==> src/rtl/wp_guard.sv <==
module wp_guard #(
  parameter int ADDR_W = 8,
  parameter logic [3:0] MEM_PRE = 4'b1010,
  parameter logic [3:0] PROT_PRE = 4'b0110
) (
  input  logic              clk,
  input  logic              rst_n,
  input  logic              dev_valid,
  input  logic [7:0]        dev_byte,
  input  logic [2:0]        strap,
  input  logic              a0_hv,
  input  logic              wp_pin,
  input  logic              wp_sample,
  input  logic              byte_done,
  input  logic              stop_evt,
  input  logic [ADDR_W-1:0] tgt_addr,
  output logic              dev_ack,
  output logic              data_ack,
  output logic              flag_req,
  output logic [1:0]        flag_op,
  output logic              addr_prot
);
  typedef enum logic [2:0] {K_IDLE, K_MRD, K_MWR, K_PRD, K_PWR} kind_t;
  localparam logic [1:0] OP_SETP = 2'b00, OP_SETR = 2'b01, OP_CLRR = 2'b10;

  kind_t      kind;
  logic [1:0] op, cnt;
  logic       pswp, rswp, wp_lat, hv_ok, armed;

  wire [3:0] pre = dev_byte[7:4];
  wire [2:0] sel = dev_byte[3:1];
  wire       rw  = dev_byte[0];

  wire is_mem  = (pre == MEM_PRE) && (sel == strap);
  wire is_rev  = (pre == PROT_PRE) && a0_hv && !strap[2] && (sel == {strap[2:1], 1'b1});
  wire is_perm = (pre == PROT_PRE) && !a0_hv && (sel == strap);
  wire ack_d   = is_mem || (is_rev && (!rw || !rswp)) || (is_perm && !pswp);

  wire wp_eff  = wp_sample ? wp_pin : wp_lat;
  wire wr_kind = (kind == K_MWR) || (kind == K_PWR);
  wire dack_d  = (cnt == 2'd0) ? wr_kind :
                 (cnt == 2'd1) ? (wr_kind && !wp_eff) :
                                 ((kind == K_MWR) && !wp_eff);
  wire commit  = (kind == K_PWR) && armed && ((op == OP_SETP) || (hv_ok && a0_hv));

  assign addr_prot = wp_lat || ((pswp || rswp) && !tgt_addr[ADDR_W-1]);

  always_ff @(posedge clk or negedge rst_n) begin
    if (!rst_n) begin
      kind <= K_IDLE; op <= OP_SETP; cnt <= 2'd0;
      pswp <= 1'b0; rswp <= 1'b0; wp_lat <= 1'b0; hv_ok <= 1'b0; armed <= 1'b0;
      dev_ack <= 1'b0; data_ack <= 1'b0; flag_req <= 1'b0; flag_op <= OP_SETP;
    end else begin
      flag_req <= 1'b0;
      if (!a0_hv) hv_ok <= 1'b0;
      if (wp_sample) wp_lat <= wp_pin;
      if (stop_evt) begin
        if (commit) begin
          flag_req <= 1'b1;
          flag_op  <= op;
          case (op)
            OP_SETP: pswp <= 1'b1;
            OP_SETR: rswp <= 1'b1;
            default: rswp <= 1'b0;
          endcase
        end
        kind <= K_IDLE; armed <= 1'b0; cnt <= 2'd0; wp_lat <= 1'b0;
        dev_ack <= 1'b0; data_ack <= 1'b0;
      end else if (dev_valid) begin
        dev_ack  <= ack_d;
        data_ack <= 1'b0;
        hv_ok    <= a0_hv;
        wp_lat   <= 1'b0;
        armed    <= 1'b0;
        cnt      <= 2'd0;
        op       <= is_rev ? (strap[1] ? OP_CLRR : OP_SETR) : OP_SETP;
        if (!ack_d)      kind <= K_IDLE;
        else if (is_mem) kind <= rw ? K_MRD : K_MWR;
        else             kind <= rw ? K_PRD : K_PWR;
      end else if (byte_done) begin
        data_ack <= dack_d;
        if (cnt == 2'd1 && kind == K_PWR && dack_d) armed <= 1'b1;
        if (cnt != 2'd2) cnt <= cnt + 2'd1;
      end
    end
  end

  AST_REQ_ONE_CYCLE: assert property (@(posedge clk) disable iff (!rst_n)
    flag_req |=> !flag_req);
  AST_PERM_STICKY: assert property (@(posedge clk) disable iff (!rst_n)
    pswp |=> pswp);
  AST_PERM_VIA_REQ: assert property (@(posedge clk) disable iff (!rst_n)
    $rose(pswp) |-> (flag_req && flag_op == OP_SETP));
  AST_REV_VIA_REQ: assert property (@(posedge clk) disable iff (!rst_n)
    !$stable(rswp) |-> flag_req);
  AST_UPPER_ONLY_WP: assert property (@(posedge clk) disable iff (!rst_n)
    (addr_prot && tgt_addr[ADDR_W-1]) |-> wp_lat);
  AST_ACK_NEEDS_CMD: assert property (@(posedge clk) disable iff (!rst_n)
    dev_ack |-> (kind != K_IDLE));
  AST_WP_NACK: assert property (@(posedge clk) disable iff (!rst_n)
    (byte_done && !dev_valid && !stop_evt && wp_eff && cnt != 2'd0) |=> !data_ack);
endmodule

==> config.mk <==
export PLATFORM = sky130hd
export DESIGN_NAME = wp_guard
export DESIGN_NICKNAME = d
export VERILOG_FILES = /design/src/rtl/wp_guard.sv
export SDC_FILE = /design/constraint.sdc
export NUM_CORES = 1
export LEC_CHECK = 0
export ABC_AREA = 1
export BUFFER_PORTS_ARGS = -buffer_cell sky130_fd_sc_hd__buf_2
export CORE_MARGIN = 1
export CORE_UTILIZATION = 38
export DETAILED_ROUTE_END_ITERATION = 12
export PLACE_DENSITY = 0.69
export REMOVE_ABC_BUFFERS = 1
export SYNTH_ARGS = -nofsm -noshare
export SYNTH_HDL_FRONTEND = slang
export SYNTH_SLANG_ARGS = --single-unit
==> constraint.sdc <==
create_clock -name clk -period 1.44 [get_ports clk]
set_input_delay 0 -clock clk [delete_from_list [all_inputs] [get_ports clk]]
set_output_delay 0 -clock clk [all_outputs]
set_load 0.005 [all_outputs]
# ---- Yosys cells after proc, flatten, opt, wreduce, memory -nomap -nowiden
# Index checks and enable logic that the tools add are counted.
dict set report word_totals {
  ff_bits 17
  out_inout_bits 6
  wordCells 98
  input_bits 27
}
dict set report classes {
  muxes 32
  n_addsub 1
  n_bitwise 2
  eq_ne 9
  reduce_logical 42
}
# operator count
set ops {}
lappend ops {{$mux W1} 19}
lappend ops {{$logic_and A1 B1 Y1} 16}
lappend ops {{$mux W3} 5}
lappend ops {{$mux W2} 7}
lappend ops {{$reduce_bool A3 Y1} 3}
lappend ops {{$reduce_and A2 Y1} 4}
lappend ops {{$logic_not A1 Y1} 7}
lappend ops {{$logic_or A1 B1 Y1} 7}
lappend ops {{$eq A3 B3 Y1} 2}
lappend ops {{$reduce_and A3 Y1} 2}
lappend ops {{$eq A2 B1 Y1 const B} 2}
lappend ops {{$eq A4 B3 Y1 const B} 1}
lappend ops {{$eq A4 B4 Y1 const B} 1}
lappend ops {{$logic_not A2 Y1} 2}
lappend ops {{$eq A3 B2 Y1 const B} 1}
lappend ops {{$eq A3 B3 Y1 const B} 1}
lappend ops {{$add A2 B1 Y2 const B} 1}
lappend ops {{$ne A2 B2 Y1 const B} 1}
lappend ops {{$not A1 Y1} 2}
lappend ops {{$pmux W1 S2} 1}
lappend ops {{$reduce_bool A2 Y1} 1}

# ---- Logic depth before layout (Yosys ltp)
dict set report logic_depth {
  depth_word 10
  depth_mapped 9
  depth_no_buf 9
}

# ---- Least setup slack after synthesis
# OpenSTA, ideal clock, no wires.
dict set report synth_path {
  kind {register -> register}
  start {register kind[1]}
  end {register rswp}
  path_slack_ns 0.328
  synth_period_minus_slack_ns 1.112
  setup_time_ns 0.120
  path_stages_with_launch 6
  t_required_ns 1.320
  arrival_ns 0.992
  n_path_buf 0
  path_cell_list {dfrtp_1 nor3_4 nand4_2 clkinv_2 nand2_1 a21boi_1}
}
dict set report synth_via {
  elab_chain_len 4
}
# element line_no
set synth_rtl {}
lappend synth_rtl {{from (decl)} 26} ;# kind_t kind;
lappend synth_rtl {{from (signal assigned)} 78} ;# else if (is_mem) kind <= rw ? K_MRD : K_MWR;
lappend synth_rtl {{from (signal assigned)} 79} ;# else kind <= rw ? K_PRD : K_PWR;
lappend synth_rtl {{$eq A3 B3 Y1} 44} ;# wire commit = (kind == K_PWR) && armed && ((op == OP_SETP) || (hv_ok && a0_hv));
lappend synth_rtl {{$logic_and A1 B1 Y1 (2 in a row)} 44}
lappend synth_rtl {{$reduce_and A3 Y1 (no source line)} --}
lappend synth_rtl {{to (signal assigned)} 51} ;# pswp <= 1'b0; rswp <= 1'b0; wp_lat <= 1'b0; hv_ok <= 1'b0; armed <= 1'b0;
lappend synth_rtl {{to (signal assigned)} 63} ;# OP_SETR: rswp <= 1'b1;
lappend synth_rtl {{to (signal assigned)} 64} ;# default: rswp <= 1'b0;
lappend synth_rtl {{to (decl)} 28} ;# logic pswp, rswp, wp_lat, hv_ok, armed;
# Every way passes these cells.
# A chain may end at the register's enable or synchronous reset.

# ---- Worst setup path in the final report
dict set report layout_path {
  start {input strap[1]}
  end {register kind[1]}
}
dict set report layout_via {
  elab_chain_len 8
  word_cells_on_any_way 13
  classes_between {eq/ne (2); mux (4); reduce/logical (7)}
}
# element line_no
set layout_rtl {}
lappend layout_rtl {{from (decl)} 10} ;# input logic [2:0] strap,
lappend layout_rtl {{$eq A3 B3 Y1} 35} ;# wire is_rev = (pre == PROT_PRE) && a0_hv && !strap[2] && (sel == {strap[2:1], 1'b1});
lappend layout_rtl {{$logic_and A1 B1 Y1} 35}
lappend layout_rtl {{$logic_and A1 B1 Y1} 37} ;# wire ack_d = is_mem || (is_rev && (!rw || !rswp)) || (is_perm && !pswp);
lappend layout_rtl {{$logic_or A1 B1 Y1 (2 in a row)} 37}
lappend layout_rtl {{$mux W3 *} 77} ;# if (!ack_d) kind <= K_IDLE;
lappend layout_rtl {{$mux W3 *} 69} ;# end else if (dev_valid) begin
lappend layout_rtl {{$mux W3 *} 57} ;# if (stop_evt) begin
# Every way passes the cells marked *; elsewhere a longest branch is shown, timed or not. The select of a mux whose other input is x is not followed.

==> metrics.md <==
| Metric | Value |
|---|---|
| Status | `complete, no violations` |
| Power density cells | `747.1 nW/um2` |
| Routability congestion estimate | `0.7276` |
| Layout area overhead | `27.85%` |
| Row count | `17` |
| Die width | `51.23 um` |
| Area share of the largest cell type after synthesis | `46.20%` |
| Detailed Place HPWL | `between 1000 and 1500 um` |
| Mean Syn Cell Area | `7.804 um2` |
| Maximum vdd drop | `between 0.0002 and 0.0003 V` |
| DRT Wirelength | `approximately 1900 um` |
| Initial core utilization | `40.84%` |
| Non-Filler Instances | `182` |
| First-pass GRT wire length | `3091 um` |
| Post-CTS Resized | `0` |
| Most frequent CP cell | `nand2_1` |
| Post-synthesis register bit count | `17` |
| Post-DP Area | `between 1000 and 1500 um2` |
| Initial antenna violation count | `0` |
| WP data arrival | `1.47 ns` |
| Ant diodes | `0` |
| Antenna-violating nets left | `0` |
| YS warnings | `0` |
| Gate Count Post-Synth | `approximately 120` |
| Top cells by count, synth | `nand2_1 (36), inv_1 (20), dfrtp_1 (17)` |
| Most frequent cell after synthesis | `nand2_1` |
| H-tree levels | `1` |
| Post-synth EDFFs | `0` |
| Critical path startpoint category | `input pin` |
| Setup CP Type | `input pin to flip-flop` |
| Finished Cell Area | `between 1000 and 1500 um2` |
| Skew final | `0.005721 ns` |
| Max clock buf depth | `2` |
| Port buffer count | `25` |
| Layout cell share with drive strength beyond 1 | `21.43%` |
| Max Cap Violations | `0` |
| FFs w/ async S/R, synth | `100.0%` |
| Largest net degree at the start of global routing | `18` |
| Vias in the first global route | `776` |
| Initial DRT Pass Iterations | `4` |
| Period utilisation layout | `between 80% and 90%` |
| Routed WL per cell | `about 10 um` |
| Crit path cell chain | `dlygate4sd3_1, buf_2, xor2_1, nor2_1, nand2_1, ha_1, nand3_1, nand2_1` |
| Area of the core | `between 2000 and 2500 um2` |
| Slew @ Worst Pin | `0.3816 ns` |
| Max frequency | `between 700 and 800 MHz` |
| Insertion delay to the later sink of the worst-skew pair | `0.30 ns` |
| Total power | `879.6 uW` |
| Via Count | `865` |
| Total CTS buffers | `3` |
| CTS Sinks | `17` |
| Final hold vios | `0` |
| Vias per inst | `~4.8` |
| Worst-path maximum fanout | `2` |
| Die ar. | `2624 um2` |
| DRC Markers | `0` |
| CP max stage cell | `dlygate4sd3_1` |
| Top-Level Pins | `33` |
| Setup-failing EPs final | `0` |
| Die span in y | `51.23 um` |
| Iter 0 DRT Violations | `12` |
| TritonCTS clock tree | `done` |
| Final Max Tran Viols | `0` |
| Family with the most delay on the worst path | `buffers and inverters` |
| Net count, final | `186` |
| Worst path max stage delay | `0.53 ns` |
| Crit. End Element | `flip-flop` |
| Lkg Pwr | `0.0006660 uW` |
| Root buf cell | `clkbuf_4` |
| Final setup TNS | `0 ns` |
| Slew HR | `74.53%` |
| Sequential share of the synthesized area | `between 40% and 50%` |
| CTS clock-pin slew for the worst setup and hold paths | `~0.10 ns` |
| Worst Path Required | `1.64 ns` |
| Post-Place Cells | `171` |
| Aggregate global-route resource usage | `16.62%` |
| Hold Buf Count CTS | `7` |
| Synth Flop Type | `dfrtp_1` |
| Setup bufs post-CTS | `0` |
| Post-layout minimum cycle time | `around 1.3 ns` |
| Synth Cell Area | `about 920 um2` |
| Yosys cell types | `21` |
| Area leader, netlist | `dfrtp_1` |
| Buf+Inv Stages, Crit Path | `2` |
| Top cells by area, synth | `dfrtp_1 (46%), nand2_1 (15%), inv_1 (8.2%), ha_1 (5.4%), o21ai_0 (4.3%)` |
| Min-delay worst type | `input pin to flip-flop` |
| GR Overflow Total | `0` |
| RSZ-0062 raised after global routing | `false` |
[kinds of logic after synthesis]
family          count (synthesis)  synth area share (%)
flops                          17                 46.20
fa+ha+maj                       4                 5.435
simple gates                   57                 27.31
xor+xnor                        1                0.9513
buf+inv                        21                 8.695
mux                             1                 1.087
compound gates                 17                 10.33
[through the flow]
step	utilization, %	worst slack (ns)	hold WS, ns
floorplan	-	0.3279	-0.2956
global placement	47.95	0.2532	-0.06754
detailed placement	47.95	0.2425	-0.06064
CTS	52.22	0.1614	0.02276
global route	52.22	0.06976	0.04432
finish	52.22	0.1647	0.03143
[path summary, 6_finish.rpt]
kind	cells after the start	startpoint	end	slack [ns]
setup / recovery	8	strap[1]	kind[1]$_DFFE_PN0N_	0.16
hold / removal	4	dev_valid	kind[1]$_DFFE_PN0N_	0.03
setup reg to reg	3	wp_lat$_DFF_PN0_	wp_lat$_DFF_PN0_	0.17
hold reg to reg	2	dev_ack$_DFFE_PN0N_	dev_ack$_DFFE_PN0N_	0.49
max in group asynchronous	2	rst_n	dev_ack$_DFFE_PN0N_	1.03
min in group asynchronous	2	rst_n	flag_op[0]$_DFFE_PN0N_	0.14
[registers in the layout, summed over array words and instances (netlist names)]
signal,flops
data_ack,1
pswp,1
kind,3
cnt,2
hv_ok,1
wp_lat,1
flag_op,2
op,2
dev_ack,1
armed,1
rswp,1
flag_req,1
[final cells by class]
type	instances	area, um2
timing repair buffer	32	195.2
sequential	17	425.4
inverter	21	80.08
fill	236	1077
clock buffer	4	26.28
tap	28	35.03
multi-input combinational	80	415.4
[worst min-delay path, delay by kind of cell]
family / cells / cell delay (ns)
simple gates: 3 / 0.21
buf+inv: 1 / 0.10
[routing by layer]
layer  GRT usage [%]  part of all wire [%]  vias up
met5               0                     0        -
met4           9.459                   2.3        0
met3           3.571                   2.5        5
met2           29.39                    50       12
met1           18.22                    46      404
li1                -                     -      444
[cell usage in the layout (no fill, tap or decap), types with 2 or more instances in the layout]
master	synthesis	routed
nand4_1	2	2
buf_2	0	25
o21ai_0	8	8
clkbuf_4	0	3
a21oi_1	2	2
o21ai_1	3	3
dlygate4sd3_1	0	7
nand2_1	36	36
ha_1	4	4
nand3_1	5	5
inv_1	20	20
nor2_1	10	10
dfrtp_1	17	17
[power breakdown]
part | internal [uW] | leakage, uW | switching, uW | total, uW
clock | 108 | 0.0000150 | 158 | 266
sequential | 486 | 0.000224 | 6.86 | 493
combinational | 54.7 | 0.000427 | 66.0 | 121
(Power assumes the default switching activity.)
